### src/rtl/trap_pkg.sv
package trap_pkg;

    localparam logic [1:0] PRIV_U = 2'd0;
    localparam logic [1:0] PRIV_S = 2'd1;
    localparam logic [1:0] PRIV_M = 2'd3;

    localparam int unsigned EXC_ECALL_BASE = 8;

    typedef enum logic {
        ST_IDLE   = 1'b0,
        ST_COMMIT = 1'b1
    } trap_fsm_e;

    // address-bearing exception codes
    function automatic logic is_addr_fault_code(input int unsigned c);
        return c inside {0, 1, 4, 5, 6, 7, 12, 13, 15};
    endfunction

endpackage

### src/rtl/trap_cause_fmt.sv
module trap_cause_fmt
    import trap_pkg::*;
#(
    parameter int XLEN   = 32,
    parameter int CODE_W = 5
) (
    input  logic              is_irq,
    input  logic [CODE_W-1:0] raw_code,
    input  logic [1:0]        priv,
    input  logic [XLEN-1:0]   fault_addr,
    output logic [CODE_W-1:0] eff_code,
    output logic [XLEN-1:0]   cause_word,
    output logic [XLEN-1:0]   tval_word
);
    localparam int NCODES = 1 << CODE_W;
    localparam int PAD_W  = XLEN - 1 - CODE_W;

    logic [NCODES-1:0] fault_map;

    // table of codes that carry an address, one bit per code
    for (genvar g = 0; g < NCODES; g++) begin : g_fault_map
        assign fault_map[g] = is_addr_fault_code(g);
    end

    // environment call adjustment by issuing privilege
    always_comb begin
        eff_code = raw_code;
        if (!is_irq && raw_code == CODE_W'(EXC_ECALL_BASE)) begin
            eff_code = raw_code + CODE_W'(priv);
        end
    end

    assign cause_word = {is_irq, {PAD_W{1'b0}}, eff_code};
    assign tval_word  = (!is_irq && fault_map[eff_code]) ? fault_addr : '0;

endmodule

### src/rtl/trap_route.sv
module trap_route
    import trap_pkg::*;
#(
    parameter int CODE_W = 5
) (
    input  logic                   is_irq,
    input  logic [CODE_W-1:0]      code,
    input  logic [1:0]             priv,
    input  logic [(1<<CODE_W)-1:0] exc_mask,
    input  logic [(1<<CODE_W)-1:0] irq_mask,
    output logic                   to_super
);
    logic [(1<<CODE_W)-1:0] mask_sel;
    logic                   deleg_bit;
    logic                   priv_ok;

    assign mask_sel  = is_irq ? irq_mask : exc_mask;
    assign deleg_bit = mask_sel[code];
    assign priv_ok   = (priv == PRIV_U) || (priv == PRIV_S);
    assign to_super  = priv_ok && deleg_bit;

endmodule

### src/rtl/trap_status_upd.sv
module trap_status_upd
    import trap_pkg::*;
#(
    parameter int XLEN = 32
) (
    input  logic            to_super,
    input  logic [XLEN-1:0] s_base,
    input  logic [XLEN-1:0] m_base,
    input  logic            s_en,
    input  logic            m_en,
    output logic [XLEN-1:0] tgt_pc,
    output logic [1:0]      tgt_priv,
    output logic            prev_en
);
    always_comb begin
        if (to_super) begin
            tgt_pc   = s_base;
            tgt_priv = PRIV_S;
            prev_en  = s_en;
        end else begin
            tgt_pc   = m_base;
            tgt_priv = PRIV_M;
            prev_en  = m_en;
        end
    end

endmodule

### src/rtl/trap_entry_unit.sv
module trap_entry_unit
    import trap_pkg::*;
#(
    parameter int XLEN   = 32,
    parameter int CODE_W = 5,
    localparam int DELEG_W = 1 << CODE_W
) (
    input  logic               clk,
    input  logic               rst_n,
    input  logic               trap_req,
    input  logic               trap_is_irq,
    input  logic [CODE_W-1:0]  trap_code,
    input  logic [XLEN-1:0]    trap_addr,
    input  logic [XLEN-1:0]    cur_pc,
    input  logic [1:0]         cur_priv,
    input  logic [DELEG_W-1:0] exc_deleg,
    input  logic [DELEG_W-1:0] irq_deleg,
    input  logic [XLEN-1:0]    s_vec_base,
    input  logic [XLEN-1:0]    m_vec_base,
    input  logic               s_ie,
    input  logic               m_ie,
    output logic [XLEN-1:0]    new_pc,
    output logic [1:0]         new_priv,
    output logic               s_wr_en,
    output logic               m_wr_en,
    output logic [XLEN-1:0]    wr_cause,
    output logic [XLEN-1:0]    wr_epc,
    output logic [XLEN-1:0]    wr_tval,
    output logic               wr_prev_ie,
    output logic [1:0]         wr_prev_priv,
    output logic               wr_ie
);
    trap_fsm_e         state_q, state_d;
    logic [CODE_W-1:0] eff_code;
    logic [XLEN-1:0]   cause_c, tval_c, pc_c;
    logic [1:0]        priv_c;
    logic              to_super, prev_en_c;

    trap_cause_fmt #(.XLEN(XLEN), .CODE_W(CODE_W)) u_fmt (
        .is_irq     (trap_is_irq),
        .raw_code   (trap_code),
        .priv       (cur_priv),
        .fault_addr (trap_addr),
        .eff_code   (eff_code),
        .cause_word (cause_c),
        .tval_word  (tval_c)
    );

    trap_route #(.CODE_W(CODE_W)) u_route (
        .is_irq   (trap_is_irq),
        .code     (eff_code),
        .priv     (cur_priv),
        .exc_mask (exc_deleg),
        .irq_mask (irq_deleg),
        .to_super (to_super)
    );

    trap_status_upd #(.XLEN(XLEN)) u_stat (
        .to_super (to_super),
        .s_base   (s_vec_base),
        .m_base   (m_vec_base),
        .s_en     (s_ie),
        .m_en     (m_ie),
        .tgt_pc   (pc_c),
        .tgt_priv (priv_c),
        .prev_en  (prev_en_c)
    );

    // next-state logic
    always_comb begin
        state_d = state_q;
        unique case (state_q)
            ST_IDLE:   if (trap_req) state_d = ST_COMMIT;
            ST_COMMIT: state_d = trap_req ? ST_COMMIT : ST_IDLE;
            default:   state_d = ST_IDLE;
        endcase
    end

    // state register
    always_ff @(posedge clk) begin
        if (!rst_n) state_q <= ST_IDLE;
        else        state_q <= state_d;
    end

    // registered outputs
    always_ff @(posedge clk) begin
        if (!rst_n) begin
            s_wr_en      <= 1'b0;
            m_wr_en      <= 1'b0;
            new_pc       <= '0;
            new_priv     <= PRIV_M;
            wr_cause     <= '0;
            wr_epc       <= '0;
            wr_tval      <= '0;
            wr_prev_ie   <= 1'b0;
            wr_prev_priv <= PRIV_U;
            wr_ie        <= 1'b0;
        end else if (state_d == ST_COMMIT) begin
            s_wr_en      <= to_super;
            m_wr_en      <= !to_super;
            new_pc       <= pc_c;
            new_priv     <= priv_c;
            wr_cause     <= cause_c;
            wr_epc       <= cur_pc;
            wr_tval      <= tval_c;
            wr_prev_ie   <= prev_en_c;
            wr_prev_priv <= cur_priv;
            wr_ie        <= 1'b0;
        end else begin
            s_wr_en      <= 1'b0;
            m_wr_en      <= 1'b0;
        end
    end

    a_r1_one_strobe: assert property (@(posedge clk) disable iff (!rst_n)
        $onehot0({s_wr_en, m_wr_en}));
    a_r1_req_strobe: assert property (@(posedge clk) disable iff (!rst_n)
        trap_req |=> (s_wr_en || m_wr_en));
    a_r1_idle_quiet: assert property (@(posedge clk) disable iff (!rst_n)
        !trap_req |=> !(s_wr_en || m_wr_en));
    a_r2_irq_flag: assert property (@(posedge clk) disable iff (!rst_n)
        (s_wr_en || m_wr_en) |-> wr_cause[XLEN-1] == $past(trap_is_irq));
    a_r3_no_exc_deleg: assert property (@(posedge clk) disable iff (!rst_n)
        (trap_req && !trap_is_irq && exc_deleg == '0) |=> m_wr_en);
    a_r4_machine_stays: assert property (@(posedge clk) disable iff (!rst_n)
        (trap_req && cur_priv == PRIV_M) |=> m_wr_en);
    a_r5_sup_entry: assert property (@(posedge clk) disable iff (!rst_n)
        s_wr_en |-> (new_priv == PRIV_S && !wr_ie && new_pc == $past(s_vec_base)
                     && wr_prev_ie == $past(s_ie)));
    a_r6_mach_entry: assert property (@(posedge clk) disable iff (!rst_n)
        m_wr_en |-> (new_priv == PRIV_M && !wr_ie && new_pc == $past(m_vec_base)
                     && wr_prev_ie == $past(m_ie)));
    a_r7_irq_tval_zero: assert property (@(posedge clk) disable iff (!rst_n)
        (trap_req && trap_is_irq) |=> wr_tval == '0);
    a_r8_ecall_from_m: assert property (@(posedge clk) disable iff (!rst_n)
        (trap_req && !trap_is_irq && trap_code == CODE_W'(8) && cur_priv == PRIV_M)
        |=> wr_cause[CODE_W-1:0] == CODE_W'(11));

endmodule

### config.mk
export PLATFORM = sky130hd
export DESIGN_NAME = trap_entry_unit
export DESIGN_NICKNAME = d
export VERILOG_FILES = /design/src/rtl/trap_pkg.sv /design/src/rtl/trap_cause_fmt.sv /design/src/rtl/trap_route.sv /design/src/rtl/trap_status_upd.sv /design/src/rtl/trap_entry_unit.sv
export SDC_FILE = /design/constraint.sdc
export NUM_CORES = 1
export LEC_CHECK = 0
export ABC_AREA = 1
export BUFFER_PORTS_ARGS = -buffer_cell sky130_fd_sc_hd__buf_2
export CAP_MARGIN = 20
export CORE_AREA = 2 2 133 135
export CTS_CLUSTER_DIAMETER = 120
export DETAILED_ROUTE_END_ITERATION = 10
export DIE_AREA = 0 0 135 137
export PLACE_DENSITY = 0.76
export SYNTH_ARGS = -nofsm -noshare
export SYNTH_HDL_FRONTEND = slang
export SYNTH_HIERARCHICAL = 1
export SYNTH_SLANG_ARGS = --single-unit
### constraint.sdc
create_clock -name clk -period 3.1 [get_ports clk]
set_input_delay 0.465 -clock clk [delete_from_list [all_inputs] [get_ports clk]]
set_output_delay 0.465 -clock clk [all_outputs]
set_load 0.005 [all_outputs]
---- Word-level counts from Yosys, hierarchy flattened ----
Memories as Yosys holds them, arrays and structs flattened.
Index checks and enable logic that the tools add are counted.
word-level totals
  latch bits .............................. 0
  logic and storage cells ................. 32
  register bits ........................... 109
  output and inout port bits .............. 136
  input bits .............................. 205
  memory bits (writable) .................. 0
  memories kept ........................... 1
  memory bits (read-only) ................. 32
cells by class
  $lt $le $gt $ge ......................... 1
  multiply operators ...................... 0
  add/subtract/negate cells ............... 1
  mux-type cells .......................... 10
  shift-type cells ........................ 0
  div/mod/pow operators ................... 0
  equal/unequal tests ..................... 2
  bitwise logic cells ..................... 0
  reduce and logical (&&, ||, !) cells .... 8
memories
  name             words  width  rd ports  clocked after memory_dff  write ports  line                  text
  (no name shown)  32     1      1         0                         0            trap_cause_fmt.sv:34  assign tval_word = (!is_irq && fault_map[eff_code]) ? fault_addr : '0;
operators with widths
  operator            number
  $mux 32             3
  $lt 5x6->1 const B  1
  $add 5x2->5         1
  $bmux 1 s5          1
  $eq 5x4->1 const B  1
  $mux 5              1
  $mux 1              4
  $logic_and 1x1->1   3
  $eq 2x1->1 const B  1
  $logic_not 1->1     2
  $logic_not 2->1     1
  $mux 2              1
  $reduce_and 2->1    1
  $logic_or 1x1->1    1

---- Logic depth before layout (Yosys ltp) ----
Gate-level depths: netlist (run 1).
  word-level depth ........................ 7
  mapped depth ............................ 26

---- Modules after synthesis ----
Netlist (run 1), hierarchy kept.
by module, submodules not included
  module           cells an instance  times used  seq. area each (sq um)  area an instance (sq um)
  trap_entry_unit  848                1           2702.6                  5585.4
  trap_cause_fmt   124                1           0.0                     754.5
  trap_route       152                1           0.0                     703.2
  trap_status_upd  109                1           0.0                     520.5

---- Least setup slack after synthesis (run 1) ----
OpenSTA, ideal clock, no wires.
  path type ............................... input -> register
  from .................................... in trap_code[0]
  to ...................................... reg new_pc[24]
  data required time ...................... 2.987 ns
  library setup time ...................... 0.113 ns
  stages on the path ...................... 22
  arrival ................................. 2.771 ns
  setup slack ............................. 0.217 ns
  path buffers ............................ 4
  path through ............................ ha_1 fa_1 nand4_1 nand2_1 buf_4 buf_2 inv_1 nand3_1 nand2_1 nand2_1 nand3_1 nand3_1 a21oi_2 buf_6 inv_8 buf_12 nand2_2 nand2_1 inv_1 nand2_1 nand2_1 nor2_1
between the ends
  longest elaborated chain between the ends .. 7
ends and longest elaborated chain
  item                                                 line                    text
  start, declared                                      trap_entry_unit.sv:12   input logic [CODE_W-1:0] trap_code,
  branches (longest 2 deep; another with $add 5x2->5)  -
  $mux 5 (*)                                           trap_cause_fmt.sv:28    if (!is_irq && raw_code == CODE_W'(EXC_ECALL_BASE)) begin
  via cause_c[1]                                       trap_entry_unit.sv:35   logic [XLEN-1:0] cause_c, tval_c, pc_c;
  $bmux 1 s5 (*)                                       trap_route.sv:18        assign deleg_bit = mask_sel[code];
  $mux 1 (implied by the code) (*)                     trap_route.sv:18
  $logic_and 1x1->1 (*)                                trap_route.sv:20        assign to_super = priv_ok && deleg_bit;
  via to_super                                         trap_entry_unit.sv:37   logic to_super, prev_en_c;
  $mux 32 (*)                                          trap_status_upd.sv:16   if (to_super) begin
  via pc_c[24]                                         trap_entry_unit.sv:35
  end signal, assigned                                 trap_entry_unit.sv:101  new_pc <= pc_c;
  end, declared                                        trap_entry_unit.sv:22   output logic [XLEN-1:0] new_pc,
Mark *: on every way through the listed nets, which the timed path passes. The select of a mux whose other input is x is not followed.
A chain may end at the register's enable or synchronous reset.

---- Worst setup path after layout (run 1) ----
  from .................................... in trap_code[0]
  to ...................................... reg new_pc[31]
Same word-level chain as after synthesis.

==> impl_results.md, run 1 <==
- Status: completed
- Max-cap violations: 0
- R2R Path End: new_pc[31]$_SDFFE_PN0P_
- Post_cts resized: 0
- Period minus WS final: 2.79 ns
- Power Density: 497 nW/um^2
- Port bufs: 339
- Leakage: 5.66 nW
- Crit path launch: trap_code[0]
- Setup crit end kind: flip-flop
- Post-route ant nets: 0
- GRT Total Usage: 0.199
- CP max FO: 34
- Synthesized cell area: 7560 sq um
- Clk_lat worst skew: a little over 0.4 ns
- Core ar.: 17,100 sq um
- Clock transition at path regs: 0.06 ns
- Initial drt markers: 400
- Reg-to-Reg Start: new_pc[31]$_SDFFE_PN0P_
- Setup violators final: 0
- Skew final: 0 ns
- Critical Path RT: ~3.4 ns
- Share of layout cells above drive strength 1: 0.283
- Final period utilization: 0.901
- Clk root buf: clkbuf_16
- Post-synth cell types: 23
- Via Count: 7,541
- Worst path max stage delay: 0.43 ns
- Drt drc: 0
- Rel. slew slack: 0.609
- Number of global-route vias before repair: 6,538
- Number of flops mapped to enable cells by yosys: 0
- CTS tree: built
- Area of the multi-input gates: 3420 sq um
- Fin. Hold Viols: 0
- Slowest-stage cell, CP: fa_1
- Int Pwr: 3.43 mW
- Overflow after GRT: 0
- Post-Syn Area per Cell: between 6 and 7 sq um
- Top-count cell post-synth: nand2_1
- P&R area growth vs syn: 26.1%
- Nets: 1,733
- RSZ-0062 raised after global routing: no
- Global-route wire length before repair: 29.9 mm
- R2R depth: 2
- Sequential share of the synthesized area: 0.357
- NetSw: 1.31 mW
- Worst vdd ir: around 0.38 mV
- Final Max Tran Viols: 0
- Reg2Reg Setup Slack: between 2 and 3 ns
- Number of setup buffers added after CTS: 0
- Initial antenna violation count: 0
- Max frequency: around 360 MHz
- CP Launch Type: input port
- Row cnt: 48
- Ys async rst share: 0
- Yosys top cell area share: 0.357
- GP Congestion: 0.937
- Post-CTS Hold Fix Bufs: 0
- DRT Pass-1 Iters: 5
- Combinational share of power: 0.176
- Number of diodes: 0
- Hold WS: 0.334 ns
- Sink Count: 135
- Total wire length: roughly 19 mm
- Reg power frac: 0.403
- Switch share: 0.277
- Pin count of the biggest net entering global routing: 102
- HPWL Detailed: 14.0 mm
- Slew @ Worst Pin: 0.586 ns
- Max clock buf depth: 2
- Starting density of the core: 0.443
- Post-synth top flop: dfxtp_1
- Worst Setup Path Type: input port to flip-flop
- I/O pin count: roughly 340
- Hold Crit Class: input port to flip-flop
- WL/cell: between 10 and 15 um
- Die X: 135 um
- Top cell type by total area after synthesis: dfxtp_1
- Crit path cell chain: buf_2 -> ha_1 -> fa_1 -> nand4_1 -> nand2_1 -> inv_1 -> nand3_1 -> nand2_1 -> nand2_1 -> nand3_1 -> nand3_1 -> a21oi_4 -> buf_12 -> inv_8 -> nand2_1 -> nand2_1 -> inv_1 -> nand2_1 -> nand2_1 -> nor2_1
- Worst Path Arrival: slightly above 3 ns
- Yosys warnings: 6
- Critical path endpoint: new_pc[31]$_SDFFE_PN0P_
- Sequential cell area: 2700 sq um
- Die height: 137 um
- Clock power frac: 0.420
- Top cells by count, synth: nand2_1 (433), nor2_1 (271), inv_1 (175)
- Die area: between 15,000 and 20,000 sq um
- Flops & latches, synth: 135
- Via/cell ratio: 4.27
- Final core utilization: 0.559
- CTS HTree Levels: 4
- Cts bufs inserted: 17
- Top post-synthesis cells by area: dfxtp_1 (36%), nand2_1 (21%), nor2_1 (13%)
- Post-Syn Instances: roughly 1,200
- Filler Cell Count: 1,689
- Crit-path most repeated cell: nand2_1
## metrics by stage
stage | setup WS [ns] | setup TNS (ns) | instances | cell area (sq um) | total power [mW]
finish | 0.306 | 0 | 1764 | 9530 | 4.74
global route | 0.0396 | 0 | 1764 | 9530 | 5.02
detailed placement | -0.0769 | -1.63 | 1732 | 8950 | 2.79
CTS | 0.368 | 0 | 1764 | 9530 | 4.81
floorplan | 0.217 | 0 | 1258 | 7660 | 2.52
global placement | 0.0173 | 0 | 1732 | 8950 | 2.77
## critical path, delay by kind of cell
kind / cells / cell delay [ns]
buffers and inverters: 5 / 0.75
AOI/OAI and AO/OA: 1 / 0.19
adders and majority gates: 2 / 0.63
and+or+nand+nor: 12 / 1.03
## flip-flops by register name, indices dropped and copies added (netlist names)
name	count
wr_prev_priv	2
wr_tval	32
new_priv	2
wr_epc	32
wr_cause	32
new_pc	32
s_wr_en	1
m_wr_en	1
wr_prev_ie	1
## per-layer routing
layer	vias to the layer above	global-route usage	part of all wire
met2	250	0.328	0.47
met4	0	0.0845	0.027
met3	43	0.0600	0.085
met1	3178	0.241	0.42
met5	-	0	0
li1	4070	-	-
## worst min-delay path by stage
stage,endpoint,startpoint,cells past startpoint
2_1_floorplan,new_priv[0]$_SDFFE_PN1P_,new_priv[0]$_SDFFE_PN1P_,2
3_3_place_gp,new_priv[0]$_SDFFE_PN1P_,new_priv[0]$_SDFFE_PN1P_,2
3_5_place_dp,new_priv[1]$_SDFFE_PN1P_,new_priv[1]$_SDFFE_PN1P_,2
4_1_cts,wr_epc[12]$_SDFFE_PN0P_,cur_pc[12],5
5_1_grt,new_pc[20]$_SDFFE_PN0P_,rst_n,3
6_report,wr_epc[12]$_SDFFE_PN0P_,cur_pc[12],5
## cells in the final DEF (no fill, tap or decap), types with 2 or more instances in the layout
master / netlist / routed
nand2_1: 433 / 433
buf_12: 2 / 5
clkinvlp_4: 0 / 2
nand3_1: 59 / 59
clkbuf_16: 0 / 17
dfxtp_1: 135 / 135
nor2_4: 3 / 3
nand2_2: 15 / 15
clkinv_4: 1 / 4
bufinv_16: 0 / 2
nor2_1: 271 / 271
nor2_2: 29 / 29
inv_6: 0 / 3
buf_4: 60 / 8
buf_2: 6 / 337
clkinv_2: 0 / 4
conb_1: 3 / 28
inv_1: 175 / 175
## logic make-up (layout without fill, tap and decap cells)
kind of cell / count (synthesis) / in the layout / share of synthesized area
AO/OA/AOI/OAI: 1 / 1 / 0.00116
flip-flops: 135 / 135 / 0.357
buffers and inverters: 280 / 561 / 0.203
other: 3 / 28 / 0.00149
AND/OR/NAND/NOR: 812 / 812 / 0.432
adder cells (fa/ha/maj): 2 / 2 / 0.00430
## final cells by class
type                            count  share of cell area
Timing Repair Buffer              351               0.195
Sequential cell                   135               0.283
Multi-Input combinational cell    843               0.359
Inverter                          178              0.0714
Clock buffer                       18              0.0461
Clock inverter                     14              0.0155
Tap cell                          225              0.0295
## power by group through the flow
stage          combinational, mW  sequential (mW)  clock [mW]
4_1_cts                    0.842             1.91        2.05
3_5_place_dp               0.839             1.95           0
3_3_place_gp               0.826             1.94           0
2_1_floorplan              0.559             1.96           0
5_1_grt                    0.956             1.93        2.14
6_report                   0.836             1.91        1.99
Note: power is estimated with default switching activity, not from simulation.
==> run 2, diff against run 1 <==
--- a/config.mk
+++ b/config.mk
@@ -13,6 +13,7 @@
 export DETAILED_ROUTE_END_ITERATION = 10
 export DIE_AREA = 0 0 135 137
 export PLACE_DENSITY = 0.76
+export RECOVER_POWER = 100
 export SYNTH_ARGS = -nofsm -noshare
 export SYNTH_HDL_FRONTEND = slang
 export SYNTH_HIERARCHICAL = 1
==> run 2 against run 1 <==
Compared with the run above: clock power barely moved; largest cell class unchanged; sequential power barely moved; largest power group unchanged; flip-flop and latch count did not move; total power fell by 0.58%; die area did not move; wire length rose by 0.17%; the run now ends with capacitance limit, slew limit left; non-clock buffer count did not move; utilization fell by 1.3 points; worst setup slack got worse by 0.0060 ns; count of clock-buffer cells in the layout did not move; sequential share of layout area rose by 0.69 points.
==> impl_results.md, run 2 (same netlist as run 1, synthesis figures left out) <==
- Status: complete, but fails checks
- Failing checks: capacitance limit, slew limit
- Max clock buf depth: 2 (unchanged)
- Share of layout cells above drive strength 1: 0.195 (-0.0877)
- Clk root buf: clkbuf_16
- Setup crit end kind: flip-flop
- Post_cts resized: 0 (unchanged)
- Max-cap violations: 3 (+3)
- CTS tree: built
- CP Launch Type: input port
- Total wire length: 19.0 mm (+0.17%)
- Most frequent cells in the layout: nand2_1 (447), nor2_1 (271), buf_2 (220), inv_1 (175), dfxtp_1 (135)
- GP Congestion: 0.937 (unchanged)
- Clk_lat worst skew: 0.41 ns (about the same)
- Hold Crit Class: input port to flip-flop
- Cts bufs inserted: 17 (unchanged)
- Hold Crit Depth: 5 (unchanged)
- Final period utilization: 0.903 (+0.00194)
- HPWL Detailed: 14.0 mm (unchanged)
- Number of global-route vias before repair: 6,538 (unchanged)
- R2R depth: 2 (unchanged)
- Clock power frac: 0.423 (+0.003)
- Worst path max stage delay: 0.48 ns (+0.05 ns)
- Initial drt markers: 412 (+3.0%)
- Post-route ant nets: 0 (unchanged)
- Die X: 135 um (unchanged)
- Crit-path leading delay family: simple AND/OR/NAND/NOR gates
- Core ar.: 17,100 sq um (unchanged)
- Rel. slew slack: -0.577 (-1.19)
- Total negative slack: 0 ns (unchanged)
- Post-CTS Hold Fix Bufs: 0 (unchanged)
- Pin count of the biggest net entering global routing: 102 (unchanged)
- NetSw: 1.31 mW (about the same)
- Global-route wire length before repair: 29.9 mm (unchanged)
- Row cnt: 48 (unchanged)
- Overflow after GRT: 0 (unchanged)
- Final core utilization: 0.546 (-0.0133)
- WL/cell: 10.8 um (+0.17%)
- Power Density: 506 nW/um^2 (+1.8%)
- Worst Setup Path Type: input port to flip-flop
- I/O pin count: 341 (unchanged)
- RSZ-0062 raised after global routing: no
- Reg2Reg Setup Slack: 2.46 ns (-0.04 ns)
- Number of diodes: 0 (unchanged)
- Initial antenna violation count: 0 (unchanged)
- Period minus WS final: 2.80 ns (+0.00601 ns)
- Skew final: 0 ns (unchanged)
- CP max FO: 34 (unchanged)
- Slew @ Worst Pin: 2.37 ns (+1.78 ns)
- Commonest non-fill, non-tap cell in the layout: nand2_1
- Number of setup buffers added after CTS: 0 (unchanged)
- Reg power frac: 0.406 (+0.003)
- Drt drc: 0 (unchanged)
- Slowest-stage cell, CP: fa_1
- Leakage: 5.20 nW (-8.1%)
- Clock transition at path regs: 0.06 ns (about the same)
- CP Depth: 20 (unchanged)
- Setup violators final: 0 (unchanged)
- Starting density of the core: 0.443 (unchanged)
- GRT Total Usage: 0.199 (unchanged)
- Worst vdd ir: 0.376 mV (-0.59%)
- Final Max Tran Viols: 250 (+250)
- Critical Path RT: 3.44 ns (+0.04 ns)
- DRT Pass-1 Iters: 5 (unchanged)
- Max frequency: 357 MHz (-0.21%)
- Switch share: 0.278 (+0.00134)
- Via Count: 7,535 (-0.080%)
- Pwr Total: 4.71 mW (-0.58%)
- Crit path cell chain: clkbuf_1 -> ha_1 -> fa_1 -> nand4_1 -> nand2_1 -> inv_1 -> nand3_1 -> nand2_1 -> nand2_1 -> nand3_1 -> nand3_1 -> a21oi_4 -> buf_12 -> inv_8 -> nand2_1 -> nand2_1 -> inv_1 -> nand2_1 -> nand2_1 -> nor2_1
- Port bufs: 339 (unchanged)
- Fin. Hold Viols: 0 (unchanged)
- Via/cell ratio: 4.27 (about the same)
- Worst Path Arrival: 3.14 ns (+0.04 ns)
- Die area: 18,500 sq um (unchanged)
- Buf/Inv on CP: 5 (unchanged)
- Int Pwr: 3.40 mW (-0.76%)
- Nets: 1,733 (unchanged)
- CTS HTree Levels: 4 (unchanged)
- Crit-path most repeated cell: nand2_1
- Combinational share of power: 0.171 (-0.005)
- Sink Count: 135 (unchanged)
- P&R area growth vs syn: 23.1%
- Die height: 137 um (unchanged)
## run 2: cell types whose count changed in the layout (fill, tap and decap cells not counted), sizes merged
cell and change:
buf -123, clkbuf +123
## run 2: worst register-to-register path: stages, from the launching register on
cell and delay (ns):
dfxtp_1 0.33, nor2_1 0.05, nor2_1 0.19
## run 2: layout make-up
cell class,count,area [sq um]
clock inverter,14,148
timing repair buffer,351,1670
tap,225,282
inverter,178,681
sequential,135,2700
multi-input combinational,843,3390
fill,1785,7750
clock buffer,18,439
## run 2: worst paths after layout
kind / startpoint / to
worst max-delay path: trap_code[0] / new_pc[31]$_SDFFE_PN0P_
worst min-delay path: cur_pc[12] / wr_epc[12]$_SDFFE_PN0P_
worst max register to register: wr_epc[9]$_SDFFE_PN0P_ / wr_epc[9]$_SDFFE_PN0P_
worst min register to register: wr_tval[27]$_SDFFE_PN0P_ / wr_tval[27]$_SDFFE_PN0P_
## run 2: power groups by stage
| stage | logic [mW] | clock network, mW | registers, mW |
|---|---|---|---|
| after floorplan | 0.559 | 0 | 1.96 |
| after global placement | 0.826 | 0 | 1.94 |
| after detailed placement | 0.839 | 0 | 1.95 |
| after CTS | 0.842 | 2.05 | 1.91 |
| after global routing | 0.925 | 2.14 | 1.93 |
| final | 0.805 | 1.99 | 1.91 |
## run 2: through the flow
stage | setup WS, ns | instances | hold WS [ns] | instance area [sq um]
3_3_place_gp | 0.0173 | 1732 | 0.439 | 8950
2_1_floorplan | 0.217 | 1258 | 0.452 | 7660
5_1_grt | 0.0432 | 1764 | 0.329 | 9310
4_1_cts | 0.368 | 1764 | 0.310 | 9530
3_5_place_dp | -0.0769 | 1732 | 0.449 | 8950
6_report | 0.300 | 1764 | 0.333 | 9310
## run 2: layer usage
layer | GRT usage | part of all wire | wire length, um
met2 | 0.328 | 0.46 | 8820
met4 | 0.0845 | 0.026 | 492
met5 | 0 | 0 | 0
met1 | 0.241 | 0.42 | 8070
met3 | 0.0600 | 0.086 | 1630
==> run 3, diff against run 2 <==
--- a/config.mk
+++ b/config.mk
@@ -5,14 +5,13 @@
 export SDC_FILE = /design/constraint.sdc
 export NUM_CORES = 1
 export LEC_CHECK = 0
-export ABC_AREA = 1
 export BUFFER_PORTS_ARGS = -buffer_cell sky130_fd_sc_hd__buf_2
 export CAP_MARGIN = 20
-export CORE_AREA = 2 2 133 135
+export CORE_AREA = 2 2 132 134
 export CTS_CLUSTER_DIAMETER = 120
 export DETAILED_ROUTE_END_ITERATION = 10
-export DIE_AREA = 0 0 135 137
-export PLACE_DENSITY = 0.76
+export DIE_AREA = 0 0 134 136
+export PLACE_DENSITY = 0.73
 export RECOVER_POWER = 100
 export SYNTH_ARGS = -nofsm -noshare
 export SYNTH_HDL_FRONTEND = slang
==> run 3 against run 2 <==
Compared with the run above: the run ends with capacitance limit, slew limit, setup timing left; clock power is 3% higher; wire length down 5.2%; first-iteration DRC count decreased by 53%; utilization decreased by 0.15 points; sequential power about the same; largest power group unchanged; highest routed layer unchanged.
==> impl_results.md, run 3 <==
- Status: complete, but fails checks
- Failing checks: capacitance limit, slew limit, setup timing
- Worst Setup Path Type: input port to flip-flop
- Number of global-route vias before repair: 5,192 (-21%)
- Power Density: 514 nW/um^2 (+1.4%)
- Max clock buf depth: 2 (unchanged)
- Setup crit end kind: flip-flop
- Die height: 136 um (-0.73%)
- Flops & latches, synth: 135 (unchanged)
- GRT Total Usage: 0.183 (-0.0154)
- Initial antenna violation count: 0 (unchanged)
- Design area: 9180 sq um (-1.3%)
- Worst vdd ir: 0.338 mV (-10%)
- Combinational share of power: 0.167 (-0.004)
- Final Max Tran Viols: 48 (-81%)
- WL/cell: 15.3 um (+42%)
- R2R depth: 2 (unchanged)
- Post-DP Area: 8640 sq um (-3.4%)
- Top-count cell post-synth: mux2i_1
- Crit-path most repeated cell: buf_6
- Post-Syn Instances: 612 (-50%)
- Post-Syn Area per Cell: 11.2 sq um (+83%)
- Clock power frac: 0.435 (+0.012)
- HPWL Detailed: 12.9 mm (-8.2%)
- Reg-to-Reg Start: new_pc[10]$_SDFFE_PN0P_
- Yosys warnings: 6 (unchanged)
- Crit path launch: cur_priv[0]
- Via/cell ratio: 4.65 (+8.9%)
- Initial drt markers: 195 (-53%)
- CP Launch Type: input port
- Worst path max stage delay: 0.50 ns (+0.02 ns)
- Global-route wire length before repair: 26.4 mm (-12%)
- RSZ-0062 raised after global routing: yes
- GP Congestion: 0.830 (-11%)
- Port bufs: 339 (unchanged)
- Worst Path Arrival: 3.45 ns (+0.31 ns)
- M1 wire length: 7.54 mm (-6.5%)
- Placed cells: 1,143 (-34%)
- Metal3 WL: 1.70 mm (+4.2%)
- Sequential share of the synthesized area: 0.394 (+0.0363)
- Max-cap violations: 2 (-1)
- NetSw: 1.17 mW (-11%)
- Highest metal used: met4
- Filler Cell Count: 1,576 (-12%)
- Clk root buf: clkbuf_16
- Commonest non-fill, non-tap cell in the layout: buf_2
- Nets: 1,149 (-34%)
- Reg2Reg Setup Slack: 2.42 ns (-0.04 ns)
- Row cnt: 48 (unchanged)
- Cts bufs inserted: 17 (unchanged)
- Yosys top cell area share: 0.394 (+0.0363)
- Post-synth cell types: 37 (+61%)
- Worst Hold Path EP: wr_epc[0]$_SDFFE_PN0P_
- Die X: 134 um (-0.74%)
- Share of layout cells above drive strength 1: 0.376 (+0.181)
- Fin. Hold Viols: 0 (unchanged)
- I/O pin count: 341 (unchanged)
- Sink Count: 135 (unchanged)
- Ys async rst share: 0 (unchanged)
- CTS HTree Levels: 4 (unchanged)
- Fin cells: 1,179 (-33%)
- Hold Crit Depth: 3 (-2)
- Skew final: 0 ns (unchanged)
- Overflow after GRT: 0 (unchanged)
- CTS tree: built
- Final period utilization: 1.02 (+0.114)
- Drt drc: 0 (unchanged)
- CP max FO: 8 (-76%)
- Setup violators final: 18 (+18)
- Hold Crit Class: input port to flip-flop
- Post-route ant nets: 0 (unchanged)
- Most frequent cells in the layout: buf_2 (239), mux2i_1 (136), dfxtp_1 (135), nor2b_1 (131), clkbuf_1 (97)
- Pin count of the biggest net entering global routing: 72 (-29%)
- Die area: 18,200 sq um (-1.5%)
- Top post-synthesis cells by area: dfxtp_1 (39%), mux2i_1 (20%), nor2b_1 (12%)
- Reg power frac: 0.398 (-0.008)
- Int Pwr: 3.55 mW (+4.3%)
- Via Count: 5,485 (-27%)
- Slew @ Worst Pin: 1.73 ns (-0.639 ns)
- Synthesized cell area: 6870 sq um (-9.2%)
- R2R Path End: new_pc[10]$_SDFFE_PN0P_
- Rel. slew slack: -0.151 (+0.426)
- DRT Pass-1 Iters: 4 (-1)
- Clock transition at path regs: 0.06 ns (about the same)
- Leakage: 4.45 nW (-14%)
- Crit path cell chain: buf_8 -> ha_4 -> fa_1 -> and4bb_4 -> a21o_4 -> buf_6 -> mux4_2 -> a31oi_1 -> o211ai_1 -> nand4b_1 -> o41ai_4 -> buf_6 -> clkbuf_16 -> mux2_4 -> mux2i_2 -> nor2b_1
- Top cells by count, synth: mux2i_1 (137), dfxtp_1 (135), nor2b_1 (131)
- Post-synth top flop: dfxtp_1
- PnR worst setup slack: -0.0525 ns (-0.352 ns)
- Max frequency: 317 MHz (-11%)
- Total wire length: 18.0 mm (-5.2%)
- Period minus WS final: 3.15 ns (+0.352 ns)
- Top cell type by total area after synthesis: dfxtp_1
- Clk_lat worst skew: 0.41 ns (about the same)
- Met2 wire length: 8.42 mm (-4.5%)
- P&R area growth vs syn: 33.7%
- Critical Path RT: 3.40 ns (-0.04 ns)
- Starting density of the core: 0.407 (-0.0366)
- Switch share: 0.248 (-0.0301)
- Slowest-stage cell, CP: fa_1
- HP Start: cur_pc[0]
- Number of flops mapped to enable cells by yosys: 0 (unchanged)
- Number of diodes: 0 (unchanged)
- Core ar.: 16,900 sq um (-1.1%)
[run 3: cell count changes in the layout (fill, tap and decap cells not counted), sizes merged, moves of 5 or more]
cell and delta:
nor2 -298, mux2i +137, mux2 +33, buf +41
clkinv -5, and3 +33, nand2 -438, inv -169
clkbuf -25, mux4 +16, nor2b +131, nand3 -59
[run 3: area by class of cell]
cell class	instances	area, sq um	area share
tap	225	282	0.0307
clock inverter	13	171	0.0187
clock buffer	18	429	0.0467
sequential	135	2700	0.294
inverter	6	22.5	0.00245
multi-input combinational	415	3670	0.400
timing repair buffer	367	1910	0.208
[run 3: critical path: cells and delay by family]
kind,cells,cell delay (ns)
buffers and inverters,4,0.55
muxes,3,0.77
adders and majority gates,2,0.65
and+or+nand+nor,3,0.46
AOI/OAI and AO/OA,4,0.54
[run 3: kinds of logic (layout without fill, tap and decap cells)]
family	after synthesis	after routing	synth area share
buffers and inverters	87	404	0.0933
and+or+nand+nor	187	187	0.168
DFF	135	135	0.394
other	3	28	0.00164
AOI/OAI and AO/OA	12	12	0.0159
adders and majority gates	2	2	0.00474
muxes	186	186	0.323
[run 3: through the flow]
stage               total power, mW  hold slack (ns)   util  setup TNS [ns]  setup WS, ns
global route                   4.94            0.296  0.544           -2.22       -0.0973
detailed placement             2.69            0.460  0.512          -16.38        -0.545
floorplan                      2.42            0.466      -          -12.68        -0.393
CTS                            4.77            0.292  0.548           -1.78        -0.109
global placement               2.68            0.450  0.512          -15.23        -0.488
finish                         4.72            0.312  0.544          -0.300       -0.0525
[run 3: how the worst max path moves through the flow]
stage	to	cells after the start
global route	new_pc[10]$_SDFFE_PN0P_	16
CTS	new_pc[10]$_SDFFE_PN0P_	14
floorplan	new_pc[10]$_SDFFE_PN0P_	16
detailed placement	new_pc[10]$_SDFFE_PN0P_	14
global placement	wr_prev_ie$_SDFFE_PN0P_	14
finish	new_pc[10]$_SDFFE_PN0P_	16
[run 3: metal layers]
| layer | vias up | track usage |
|---|---|---|
| met1 | 2505 | 0.221 |
| met3 | 26 | 0.0697 |
| met4 | 0 | 0.0662 |
| li1 | 2698 | - |
| met2 | 256 | 0.299 |
| met5 | - | 0 |
[run 3: what timing repair did]
| item | in CTS | in global routing |
|---|---|---|
| pin swaps | 0 | 2 |
| hold buffers | 0 | 0 |
| cloned | 0 | 3 |
| endpoints found under the setup margin | 33 | 33 |
| resized for setup | 0 | 13 |
| setup buffers | 0 | 2 |
[run 3: power by group through the flow]
stage / registers, mW / clock network (mW) / logic [mW]
final: 1.88 / 2.05 / 0.785
after global routing: 1.89 / 2.20 / 0.851
after CTS: 1.88 / 2.12 / 0.781
after detailed placement: 1.91 / 0 / 0.779
after global placement: 1.91 / 0 / 0.767
after floorplan: 1.92 / 0 / 0.497
